==> config.mk <==
export PLATFORM = sky130hd
export DESIGN_NAME = cal_trim_divider
export DESIGN_NICKNAME = d
export VERILOG_FILES = /design/src/rtl/cal_trim_pkg.sv /design/src/rtl/cal_test_divider.sv /design/src/rtl/cal_tick_counter.sv /design/src/rtl/cal_minute_seq.sv /design/src/rtl/cal_trim_divider.sv
export SDC_FILE = /design/constraint.sdc
export NUM_CORES = 1
export LEC_CHECK = 0
export ABC_AREA = 1
export BUFFER_PORTS_ARGS = -buffer_cell sky130_fd_sc_hd__buf_2
export CORE_MARGIN = 4
export CORE_UTILIZATION = 54
export CTS_CLUSTER_SIZE = 12
export DETAILED_ROUTE_END_ITERATION = 10
export PLACE_DENSITY = 0.75
export SYNTH_ARGS = -nofsm -noshare
export SYNTH_HDL_FRONTEND = slang
export SYNTH_HIERARCHICAL = 1
export SYNTH_SLANG_ARGS = --single-unit
==> constraint.sdc <==
create_clock -name clk -period 2.3 [get_ports clk]
set_input_delay 0.46 -clock clk [delete_from_list [all_inputs] [get_ports clk]]
set_output_delay 0.46 -clock clk [all_outputs]
set_load 0.05 [all_outputs]
==> src/rtl/cal_trim_pkg.sv <==
package cal_trim_pkg;

    // Width of the minute index: the correction cycle is 64 minutes long.
    localparam int MIN_W = 6;

    // Kind of second currently being counted.
    typedef enum logic [1:0] {
        SEC_PLAIN = 2'd0,
        SEC_FAST  = 2'd1,
        SEC_SLOW  = 2'd2
    } sec_kind_e;

    // Calibration word: direction flag above a five-bit step count.
    typedef struct packed {
        logic       faster;
        logic [4:0] steps;
    } cal_word_t;

endpackage

==> src/rtl/cal_test_divider.sv <==
module cal_test_divider #(
    parameter int FT_HALF = 32
) (
    input  logic clk,
    input  logic rst_n,
    input  logic osc_en,
    output logic ft_out
);
    localparam int HW = (FT_HALF > 1) ? $clog2(FT_HALF) : 1;
    localparam logic [HW-1:0] HALF_LAST = HW'(FT_HALF - 1);

    logic [HW-1:0] half_cnt;
    logic          ft_q;

    always_ff @(posedge clk) begin
        if (!rst_n) begin
            half_cnt <= '0;
            ft_q     <= 1'b0;
        end else if (osc_en) begin
            if (half_cnt == HALF_LAST) begin
                half_cnt <= '0;
                ft_q     <= ~ft_q;
            end else begin
                half_cnt <= half_cnt + 1'b1;
            end
        end
    end

    assign ft_out = ft_q;

    // The test output only moves on an enabled tick.
    assert_ft_hold_R8: assert property (@(posedge clk) disable iff (!rst_n)
        !osc_en |=> $stable(ft_q));

    assert_ft_cnt_frozen_R9: assert property (@(posedge clk) disable iff (!rst_n)
        !osc_en |=> $stable(half_cnt));

endmodule

==> src/rtl/cal_tick_counter.sv <==
module cal_tick_counter
    import cal_trim_pkg::*;
#(
    parameter int TICKS_PER_SEC = 32768,
    parameter int FAST_TRIM     = 256,
    parameter int SLOW_TRIM     = 128
) (
    input  logic      clk,
    input  logic      rst_n,
    input  logic      osc_en,
    input  sec_kind_e kind,
    output logic      sec_end,
    output logic      first_tick
);
    localparam int CW = $clog2(TICKS_PER_SEC + SLOW_TRIM);
    localparam logic [CW-1:0] TERM_PLAIN = CW'(TICKS_PER_SEC - 1);
    localparam logic [CW-1:0] TERM_FAST  = CW'(TICKS_PER_SEC - 1 - FAST_TRIM);
    localparam logic [CW-1:0] TERM_SLOW  = CW'(TICKS_PER_SEC - 1 + SLOW_TRIM);

    logic [CW-1:0] tick_cnt;
    logic [CW-1:0] term;

    always_comb begin
        unique case (kind)
            SEC_FAST: term = TERM_FAST;
            SEC_SLOW: term = TERM_SLOW;
            default:  term = TERM_PLAIN;
        endcase
    end

    assign sec_end    = osc_en && (tick_cnt == term);
    assign first_tick = (tick_cnt == '0);

    always_ff @(posedge clk) begin
        if (!rst_n) begin
            tick_cnt <= '0;
        end else if (osc_en) begin
            if (tick_cnt == term) begin
                tick_cnt <= '0;
            end else begin
                tick_cnt <= tick_cnt + 1'b1;
            end
        end
    end

    assert_cnt_frozen_R9: assert property (@(posedge clk) disable iff (!rst_n)
        !osc_en |=> $stable(tick_cnt));

    assert_cnt_bound_R4: assert property (@(posedge clk) disable iff (!rst_n)
        tick_cnt <= TERM_SLOW);

    assert_fast_bound_R3: assert property (@(posedge clk) disable iff (!rst_n)
        (kind == SEC_FAST) |-> (tick_cnt <= TERM_FAST));

endmodule

==> src/rtl/cal_minute_seq.sv <==
module cal_minute_seq
    import cal_trim_pkg::*;
#(
    parameter int SECS_PER_MIN = 60
) (
    input  logic       clk,
    input  logic       rst_n,
    input  logic       osc_en,
    input  logic       sec_end,
    input  logic       first_tick,
    input  logic [5:0] cal_value,
    output sec_kind_e  kind,
    output logic       sec_tick,
    output logic       min_tick
);
    localparam int SW = (SECS_PER_MIN > 2) ? $clog2(SECS_PER_MIN) : 1;
    localparam logic [SW-1:0] SEC_LAST     = SW'(SECS_PER_MIN - 1);
    localparam logic [SW-1:0] SEC_PRE_LAST = SW'(SECS_PER_MIN - 2);

    sec_kind_e      state_q, state_d;
    logic [SW-1:0]  sec_idx;
    logic [MIN_W-1:0] min_idx;
    cal_word_t      cal_q;
    logic           going_last;
    logic           last_now;
    logic           in_window;
    logic           minute_start;

    assign going_last   = (sec_idx == SEC_PRE_LAST);
    assign last_now     = (sec_idx == SEC_LAST);
    assign in_window    = (min_idx < {cal_q.steps, 1'b0});
    assign minute_start = osc_en && first_tick && (sec_idx == '0);

    // Next-state logic.
    always_comb begin
        state_d = state_q;
        if (sec_end) begin
            unique case (state_q)
                SEC_PLAIN: begin
                    if (going_last && in_window) begin
                        state_d = cal_q.faster ? SEC_FAST : SEC_SLOW;
                    end
                end
                SEC_FAST: state_d = SEC_PLAIN;
                SEC_SLOW: state_d = SEC_PLAIN;
                default:  state_d = SEC_PLAIN;
            endcase
        end
    end

    // State register.
    always_ff @(posedge clk) begin
        if (!rst_n) begin
            state_q <= SEC_PLAIN;
        end else begin
            state_q <= state_d;
        end
    end

    // Output and position registers.
    always_ff @(posedge clk) begin
        if (!rst_n) begin
            sec_idx  <= '0;
            min_idx  <= '0;
            cal_q    <= '0;
            sec_tick <= 1'b0;
            min_tick <= 1'b0;
        end else begin
            sec_tick <= sec_end;
            min_tick <= sec_end && last_now;
            if (minute_start) begin
                cal_q <= cal_word_t'(cal_value);
            end
            if (sec_end) begin
                if (last_now) begin
                    sec_idx <= '0;
                    min_idx <= min_idx + 1'b1;
                end else begin
                    sec_idx <= sec_idx + 1'b1;
                end
            end
        end
    end

    assign kind = state_q;

    assert_trim_last_sec_R5: assert property (@(posedge clk) disable iff (!rst_n)
        (state_q != SEC_PLAIN) |-> last_now);

    assert_trim_window_R3: assert property (@(posedge clk) disable iff (!rst_n)
        (state_q != SEC_PLAIN) |-> in_window);

    assert_cal_hold_R7: assert property (@(posedge clk) disable iff (!rst_n)
        !minute_start |=> $stable(cal_q));

    assert_sec_pulse_R6: assert property (@(posedge clk) disable iff (!rst_n)
        sec_tick |=> !sec_tick);

    assert_min_needs_sec_R6: assert property (@(posedge clk) disable iff (!rst_n)
        min_tick |-> (sec_tick && (sec_idx == '0)));

endmodule

==> src/rtl/cal_trim_divider.sv <==
module cal_trim_divider
    import cal_trim_pkg::*;
#(
    parameter int TICKS_PER_SEC = 32768,
    parameter int SECS_PER_MIN  = 60,
    parameter int FAST_TRIM     = 256,
    parameter int SLOW_TRIM     = 128,
    parameter int FT_HALF       = 32
) (
    input  logic       clk,
    input  logic       rst_n,
    input  logic       osc_tick,
    input  logic       stop,
    input  logic [5:0] cal_value,
    output logic       sec_tick,
    output logic       min_tick,
    output logic       ft_out
);
    logic      osc_en;
    logic      sec_end;
    logic      first_tick;
    sec_kind_e kind;

    assign osc_en = osc_tick && !stop;

    cal_test_divider #(
        .FT_HALF(FT_HALF)
    ) i_test_div (
        .clk    (clk),
        .rst_n  (rst_n),
        .osc_en (osc_en),
        .ft_out (ft_out)
    );

    cal_tick_counter #(
        .TICKS_PER_SEC (TICKS_PER_SEC),
        .FAST_TRIM     (FAST_TRIM),
        .SLOW_TRIM     (SLOW_TRIM)
    ) i_tick_cnt (
        .clk        (clk),
        .rst_n      (rst_n),
        .osc_en     (osc_en),
        .kind       (kind),
        .sec_end    (sec_end),
        .first_tick (first_tick)
    );

    cal_minute_seq #(
        .SECS_PER_MIN (SECS_PER_MIN)
    ) i_min_seq (
        .clk        (clk),
        .rst_n      (rst_n),
        .osc_en     (osc_en),
        .sec_end    (sec_end),
        .first_tick (first_tick),
        .cal_value  (cal_value),
        .kind       (kind),
        .sec_tick   (sec_tick),
        .min_tick   (min_tick)
    );

    assert_idle_quiet_R9: assert property (@(posedge clk) disable iff (!rst_n)
        !osc_en |=> !sec_tick);

endmodule

; After elaboration in Yosys (flattened, before gate mapping)
; Index checks and enable logic that the tools add are counted.
[totals]
reg_bits = 44
in_bits = 10
output_inout_bits = 3
wordCells = 43
[op_classes]
add_sub_neg = 4
n_lt_le_gt_ge = 1
n_eq_ne = 7
muxes = 7
n_bitwise = 1
reduce_logical = 13
[ops]
columns = op, n
row1 = $pmux W16 S2, 1
row2 = $add A16 B1 Y16 const B, 1
row3 = $eq A16 B16 Y1, 1
row4 = $logic_not A16 Y1, 1
row5 = $mux W16, 1
row6 = $add A6 B1 Y6 const B, 2
row7 = $eq A6 B6 Y1 const B, 2
row8 = $logic_and A1 B1 Y1, 6
row9 = $logic_not A6 Y1, 1
row10 = $lt A6 B6 Y1, 1
row11 = $mux W2, 3
row12 = $mux W6, 1
row13 = $reduce_and A2 Y1, 3
row14 = $add A5 B1 Y5 const B, 1
row15 = $eq A5 B5 Y1 const B, 1
row16 = $mux W5, 1
row17 = $eq A2 B1 Y1 const B, 1
row18 = $eq A2 B2 Y1 const B, 1
row19 = $logic_not A2 Y1, 1
row20 = $ne A2 B1 Y1 const B, 1
row21 = $logic_not A1 Y1, 1
row22 = $not A1 Y1, 1

; Longest topological paths before layout
; Gate-level depths: netlist of run 1.
[depth]
depth_word = 5
ltp_mapped = 16
depth_no_buf = 16

; Cells and area by module
; The synthesis of run 1 kept the hierarchy.
[modules_own_cells]
columns = module, n_inst, cells_each, area_per_inst_um2
row1 = cal_minute_seq, 1, 146, 1099.8
row2 = cal_tick_counter, 1, 148, 1023.5
row3 = cal_test_divider, 1, 34, 264.0
row4 = cal_trim_divider, 1, 2, 10.0

; Worst setup path after synthesis of run 1
; No wires, ideal clock.
[synth_path]
kind = input to register
from = input port osc_tick
to = register i_min_seq.min_idx[4]
setup_ps = 113
arrival_ps = 2036
required_time_ps = 2187
setup_slack_ps = 151
stages = 16
cell_sequence = inv_1 nor2_2 buf_4 nand2_1 a21oi_2 nand2_1 nor2_2 nand3_2 inv_1 nand2_2 clkinv_2 nand3_4 nor3_4 nand3_1 nand2_1 a21oi_2
[synth_via]
elab_chain_cells = 3
[synth_rtl]
columns = element, line
row1 = start: declaration, cal_trim_divider.sv:12  ; input logic osc_tick,
row2 = $logic_and A1 B1 Y1, cal_trim_divider.sv:24  ; assign osc_en = osc_tick && !stop;
row3 = via osc_en, cal_trim_divider.sv:19  ; logic osc_en;
row4 = $logic_and A1 B1 Y1, cal_tick_counter.sv:31  ; assign sec_end = osc_en && (tick_cnt == term);
row5 = via sec_end, cal_trim_divider.sv:20  ; logic sec_end;
row6 = $reduce_and A2 Y1 (no line), n/a
row7 = end signal: assignment, cal_minute_seq.sv:77  ; min_idx <= min_idx + 1'b1;
row8 = end: declaration, cal_minute_seq.sv:22  ; logic [MIN_W-1:0] min_idx;
; The timed path passes the listed nets, and every way through them passes these cells.
; A chain may end at the register's enable or synchronous reset.

; Final worst setup path of run 1
[layout_path]
from = register i_min_seq.state_q[0], in the netlist i_min_seq/kind[0]
to = register i_min_seq.min_idx[4]
[layout_via]
elab_chain_cells = 5
word_cells_on_any_way = 6
[layout_rtl]
columns = element, line
row1 = start: declaration, cal_minute_seq.sv:20  ; sec_kind_e state_q, state_d;
row2 = start signal: assignment, cal_minute_seq.sv:56  ; state_q <= state_d;
row3 = $eq A2 B2 Y1 or $eq A2 B1 Y1 (tied branches), cal_tick_counter.sv:24  ; unique case (kind)
row4 = $pmux W16 S2 (*), cal_tick_counter.sv:24
row5 = $eq A16 B16 Y1 (*), cal_tick_counter.sv:31
row6 = $logic_and A1 B1 Y1 (*), cal_tick_counter.sv:31
row7 = via sec_end, cal_trim_divider.sv:20
row8 = $reduce_and A2 Y1 (no line) (*), n/a
; Mark *: on every way through the listed nets, which the timed path passes. The rest lies on a longest branch.

==> results.sh, run 1 <==
export IMPL_hold_path_class="primary input to flop"
export IMPL_powerDensity_nw_per_um2=636
export IMPL_fin_crit_sh_pct=89.9
export IMPL_cts_buffers=5
export IMPL_clock_skew_ps=9.34
export IMPL_clock_sinks=44
export IMPL_dr_first_iter_drc_count=74
export IMPL_max_freq_ghz=0.484
export IMPL_synth_top_area_share_pct=36.7
export IMPL_critPathCaptureType="flop"
export IMPL_synth_area_um2=2400
export IMPL_synth_flop_cell="dfxtp_1"
export IMPL_drcViolationCount=0
export IMPL_cts_setup_buffers=0
export IMPL_timing_rr_start="i_min_seq/kind[0]"
export IMPL_cts_root_buffer="clkbuf_8"
export IMPL_route_vias_total=2011
export IMPL_fp_row_count=23
export IMPL_grt_usage_pct=18.2
export IMPL_worstSetupStartpointType="flop"
export IMPL_grt_max_degree=20
export IMPL_path_clk_slew_ps=90
export IMPL_synthDistinctLibCells=33
export IMPL_rsz0062_at_grt="no"
export IMPL_wl_per_cell_um=10.8
export IMPL_holdCritStartpoint="cal_value[4]"
export IMPL_regToRegSetupSlack_ps=230
export IMPL_total_leakage_power_nw=1.08
export IMPL_grt_pass1_wl_um=7860
export IMPL_top_layer="met4"
export IMPL_grt_pass1_vias=1891
export IMPL_diodes=0
export IMPL_status="finished clean"
export IMPL_wl_met1_um=2150
export IMPL_async_flop_share_pct=0
export IMPL_finalHoldViolCount=0
export IMPL_synth_area_leaders="dfxtp_1 (37%), nand2_1 (12%), inv_1 (7.4%)"
export IMPL_die_w_um=74.6
export IMPL_ys_warn_count=6
export IMPL_synth_nets=353
export IMPL_nNetsFinal=369
export IMPL_finalNonFillerCells=397
export IMPL_htreeDepth=2
export IMPL_drv_slew=0
export IMPL_drv_cap=0
export IMPL_min_to="i_min_seq/cal_q[4]"
export IMPL_holdBufCountCts=0
export IMPL_grt_overflow=0
export IMPL_synth_largest_area_cell="dfxtp_1"
export IMPL_hpwlAfterDp_um=3280
export IMPL_synth_edf_count=0
export IMPL_worstSkewPairLatency_ps=300
export IMPL_whs_ps=440
export IMPL_die_h_um=74.6
export IMPL_drtPass1Iterations=4
export IMPL_wl_met2_um=1860
export IMPL_io_pins=13
export IMPL_viasPerCell=5.07
export IMPL_synth_seq_area_share_pct=36.7
export IMPL_netlist_top_cells_count="nand2_1 (75), inv_1 (47), dfxtp_1 (44), nor2_1 (33), o21ai_0 (18)"
export IMPL_dr_wl_met3_um=234
export IMPL_clk_path_buf_depth=2
export IMPL_routed_wirelength_um=4270
export IMPL_syn_avg_cell_area_um2=7.26
export IMPL_core_um2=4140
export IMPL_hold_depth=3
export IMPL_antenna_found_initial=0
export IMPL_layout_min_cycle_time_ps=2070
export IMPL_fillers=386
export IMPL_p_total_mw=1.68
export IMPL_die_area_um2=5570
export IMPL_peakVddDrop_mv=0.432
export IMPL_ant_nets=0
export IMPL_place_inst=389
export IMPL_syn_inst=330
export IMPL_critPathArrivalTime_ps=2260
export IMPL_io_buffers=12
export IMPL_regToRegEndpoint="i_min_seq/min_idx[4]"
export IMPL_layout_drive_gt1_share_pct=16.7
export IMPL_initial_core_util_pct=57.9
export IMPL_ys_seq_elements=44
export IMPL_worstRegToRegCells=16
export IMPL_relSlewSlack_pct=74.0
export IMPL_cts_resized_gates=0
export IMPL_crit_fanout=6
export IMPL_worstPathRequired_ps=2500
export IMPL_gp_congestion=0.888
export IMPL_synthToLayoutAreaGrowth_pct=10.4
export IMPL_synth_most_common_cell="nand2_1"
export IMPL_setup_violations=0
export IMPL_worstMarginPinSlew_ps=389
export IMPL_critPathKind="flop to flop"
export IMPL_tns_ps=0
export IMPL_tritoncts="built"
-- flip-flops by register name, indices dropped and copies added, names as in the netlist --
name / count
i_tick_cnt/tick_cnt: 16
i_min_seq/cal_q: 6
i_min_seq/min_idx: 6
i_min_seq/sec_idx: 6
i_test_div/half_cnt: 5
i_min_seq/kind: 2
i_min_seq/min_tick: 1
i_min_seq/sec_tick: 1
i_test_div/ft_out: 1
-- how the worst max path moves through the flow --
stage	end	from	depth (start not counted)	slack, ps
3_5_place_dp	i_min_seq/min_idx[4]	stop	15	230
2_1_floorplan	i_min_seq/min_idx[4]	osc_tick	16	150
4_1_cts	i_min_seq/min_idx[4]	i_min_seq/kind[0]	16	210
6_report	i_min_seq/min_idx[4]	i_min_seq/kind[0]	16	230
5_1_grt	i_min_seq/sec_idx[5]	i_min_seq/kind[0]	14	30
3_3_place_gp	i_min_seq/min_idx[4]	stop	15	270
-- stage by stage --
step / util, % / cell area, µm² / setup WS (ps)
floorplan: - / 2400 / 151
global placement: 60.1 / 2490 / 270
detailed placement: 60.1 / 2490 / 226
CTS: 63.9 / 2650 / 213
global route: 63.9 / 2650 / 28.6
finish: 63.9 / 2650 / 233
-- cells by family after synthesis --
family          count (synthesis)  share of synthesized area (%)
flops                          44                           36.7
xor+xnor                       10                           3.65
fa+ha+maj                      13                           6.79
buf+inv                        56                           9.81
simple gates                  171                           35.1
compound gates                 36                           7.88
-- critical path, stage by stage (launching register included) --
cell and delay, ps:
dfxtp_1 360, inv_1 60, ha_1 250, inv_1 100
nand2_1 50, nand2_1 70, nand2_1 60, nor2_2 90
nand3_2 100, inv_1 170, nand2_2 90, clkinv_2 80
nand3_4 110, nor3_4 180, nand3_1 90, nand2_1 80
a21oi_2 30
-- cell usage in the layout, fill, tap and decap left out, types with 6 or more instances in the layout --
master	n
dfxtp_1	44
o21ai_0	18
buf_2	12
nand2_1	75
nor2_2	17
inv_1	47
a21oi_1	14
nor2_1	33
nand4_1	6
ha_1	13
nand3_1	15
-- final cells by class --
class / count / area [µm²] / area share [%]
multi-input combinational: 230 / 1280 / 48.4
inverter: 52 / 196 / 7.42
clock inverter: 3 / 90.1 / 3.40
sequential: 44 / 881 / 33.3
tap: 50 / 62.6 / 2.36
clock buffer: 5 / 68.8 / 2.60
timing repair buffer: 13 / 67.6 / 2.55
-- report_power, final --
| part | internal [mW] | switching, mW |
|---|---|---|
| Sequential | 0.776 | 0.00761 |
| Clock | 0.543 | 0.268 |
| Combinational | 0.0326 | 0.0558 |
| Total | 1.35 | 0.332 |
-- layer usage --
layer  global-route usage, %  vias up
met3                    4.41        2
met1                    25.0      901
met4                    5.93        0
met2                    28.1       36
li1                        -     1072
met5                       0        -
No activity file was read; power rests on OpenSTA's default activity.
==> run 2, diff against run 1 <==
--- a/config.mk
+++ b/config.mk
@@ -6,11 +6,12 @@
 export NUM_CORES = 1
 export LEC_CHECK = 0
 export ABC_AREA = 1
-export BUFFER_PORTS_ARGS = -buffer_cell sky130_fd_sc_hd__buf_2
+export BUFFER_PORTS_ARGS = -buffer_cell sky130_fd_sc_hd__clkbuf_2
 export CORE_MARGIN = 4
 export CORE_UTILIZATION = 54
 export CTS_CLUSTER_SIZE = 12
 export DETAILED_ROUTE_END_ITERATION = 10
+export GPL_TIMING_DRIVEN = 0
 export PLACE_DENSITY = 0.75
 export SYNTH_ARGS = -nofsm -noshare
 export SYNTH_HDL_FRONTEND = slang
==> results.sh, run 2 (synthesis results as in run 1) <==
export IMPL_status="finished clean"
export IMPL_top_layer="met4"
export IMPL_wl_met1_um=2190
export IMPL_grt_pass1_wl_um=7910
export IMPL_die_w_um=74.6
export IMPL_critPathBufInv=4
export IMPL_dr_first_iter_drc_count=90
export IMPL_cts_buffers=5
export IMPL_critPathArrivalTime_ps=2250
export IMPL_cts_root_buffer="clkbuf_8"
export IMPL_power_internal_mw=1.17
export IMPL_clock_skew_ps=10.8
export IMPL_peakVddDrop_mv=0.347
export IMPL_top_register="i_tick_cnt/tick_cnt"
export IMPL_crit_fanout=6
export IMPL_initial_core_util_pct=57.9
export IMPL_cts_setup_buffers=0
export IMPL_tns_ps=0
export IMPL_cts_resized_gates=0
export IMPL_drv_slew=0
export IMPL_critPathKind="flop to flop"
export IMPL_dr_wl_met3_um=143
export IMPL_total_leakage_power_nw=1.07
export IMPL_cpMaxStageDelayCell="dfxtp_1"
export IMPL_relSlewSlack_pct=74.8
export IMPL_clk_path_buf_depth=2
export IMPL_critPathCaptureType="flop"
export IMPL_mostFrequentLayoutCells="nand2_1 (75), inv_1 (46), dfxtp_1 (44), nor2_1 (33), o21ai_0 (18)"
export IMPL_die_area_um2=5570
export IMPL_drtPass1Iterations=4
export IMPL_final_common_cell="nand2_1"
export IMPL_cpPeakStageDelay_ps=360
export IMPL_clock_sinks=44
export IMPL_diodes=0
export IMPL_grt_overflow=0
export IMPL_grt_usage_pct=18.3
export IMPL_htreeDepth=2
export IMPL_tritoncts="built"
export IMPL_drcViolationCount=0
export IMPL_antenna_found_initial=0
export IMPL_io_buffers=12
export IMPL_crit_family="simple AND/OR/NAND/NOR gates"
export IMPL_io_pins=13
export IMPL_wl_per_cell_um=11.1
export IMPL_cp_startpoint="i_min_seq/kind[0]"
export IMPL_hpwlAfterDp_um=3330
export IMPL_timing_rr_start="i_min_seq/kind[0]"
export IMPL_core_um2=4140
export IMPL_drv_cap=0
export IMPL_worstPathRequired_ps=2510
export IMPL_worstSetupStartpointType="flop"
export IMPL_crit_top_cell="nand2_1"
export IMPL_pwr_share_clk_pct=41.4
export IMPL_largest_reg_flops=16
export IMPL_worstSkewPairLatency_ps=300
export IMPL_viasPerCell=5.03
export IMPL_netSwitchingPower_mw=0.339
export IMPL_die_h_um=74.6
export IMPL_powerDensity_nw_per_um2=570
export IMPL_path_cells="inv_1, ha_1, inv_1, nand2_1, nand2_1, nand2_1, nor2_2, nand3_2, inv_2, nand2_2, clkinv_2, nand3_4, nor3_4, nand3_1, nand2_1, a21oi_2"
export IMPL_rsz0062_at_grt="no"
export IMPL_p_comb_share_pct=6.6
export IMPL_route_vias_total=2010
export IMPL_pwr_share_seq_pct=52.0
export IMPL_whs_ps=430
export IMPL_worstMarginPinSlew_ps=374
export IMPL_place_inst=392
export IMPL_finalNonFillerCells=400
export IMPL_fp_row_count=23
export IMPL_final_core_util_pct=63.9
export IMPL_p_sw_share_pct=22.5
export IMPL_hold_path_class="primary input to flop"
export IMPL_gp_congestion=0.816
export IMPL_nNetsFinal=372
export IMPL_finalHoldViolCount=0
export IMPL_grt_pass1_vias=1856
export IMPL_grt_max_degree=15
export IMPL_ant_nets=0
export IMPL_setup_violations=0
export IMPL_layout_drive_gt1_share_pct=17.4
export IMPL_routed_wirelength_um=4430
export IMPL_p_total_mw=1.51
export IMPL_holdBufCountCts=0
export IMPL_max_freq_ghz=0.490
export IMPL_holdCritStartpoint="cal_value[1]"
export IMPL_fin_crit_sh_pct=88.8
export IMPL_synthToLayoutAreaGrowth_pct=10.4
export IMPL_layout_min_cycle_time_ps=2040
export IMPL_wl_met2_um=2030
export IMPL_path_clk_slew_ps=90
## run 2: changes by cell type in the layout (fill, tap and decap cells not counted), sizes merged
cell,previous run,this run
buf,13,3
bufinv,3,1
clkbuf,5,19
clkinv,2,3
## run 2: worst paths after layout
path / depth (start not counted) / slack (ps) / end
worst max-delay path: 16 / 260 / i_min_seq/min_idx[4]
worst min-delay path: 3 / 430 / i_min_seq/cal_q[1]
worst max register to register: 16 / 260 / i_min_seq/min_idx[4]
worst min register to register: 2 / 470 / i_min_seq/cal_q[0]
## run 2: through the flow
step           setup slack (ps)  cell area, µm²
2_1_floorplan               151            2400
3_3_place_gp               -213            2520
3_5_place_dp               -247            2520
4_1_cts                    84.5            2640
5_1_grt                    38.2            2650
6_report                    259            2650
## run 2: layer usage
| layer | vias up | GRT usage, % |
|---|---|---|
| li1 | 1077 | - |
| met1 | 904 | 24.1 |
| met2 | 22 | 29.4 |
| met3 | 7 | 4.41 |
| met4 | 0 | 6.52 |
| met5 | - | 0 |
## run 2: worst register-to-register path: cells and delay by family (launching register included)
family / cells / cell delay, ps
AND/OR/NAND/NOR: 10 / 900
AO/OA/AOI/OAI: 1 / 40
buffers and inverters: 4 / 380
adder cells (fa/ha/maj): 1 / 260
flip-flops: 1 / 360
## run 2: layout make-up
class                           count  area [µm²]
Fill cell                         393        1500
Multi-Input combinational cell    230        1290
Sequential cell                    44         881
Inverter                           52         196
Clock buffer                        6        82.6
Tap cell                           50        62.6
Timing Repair Buffer               12        60.1
Clock inverter                      2        38.8
Buffer                              4        38.8
## run 2: power groups by stage
| stage | registers (mW) | logic, mW | clock network (mW) |
|---|---|---|---|
| 2_1_floorplan | 0.800 | 0.0698 | 0 |
| 3_3_place_gp | 0.802 | 0.0936 | 0 |
| 3_5_place_dp | 0.802 | 0.0965 | 0 |
| 4_1_cts | 0.784 | 0.0990 | 0.644 |
| 5_1_grt | 0.786 | 0.114 | 0.675 |
| 6_report | 0.785 | 0.0992 | 0.625 |
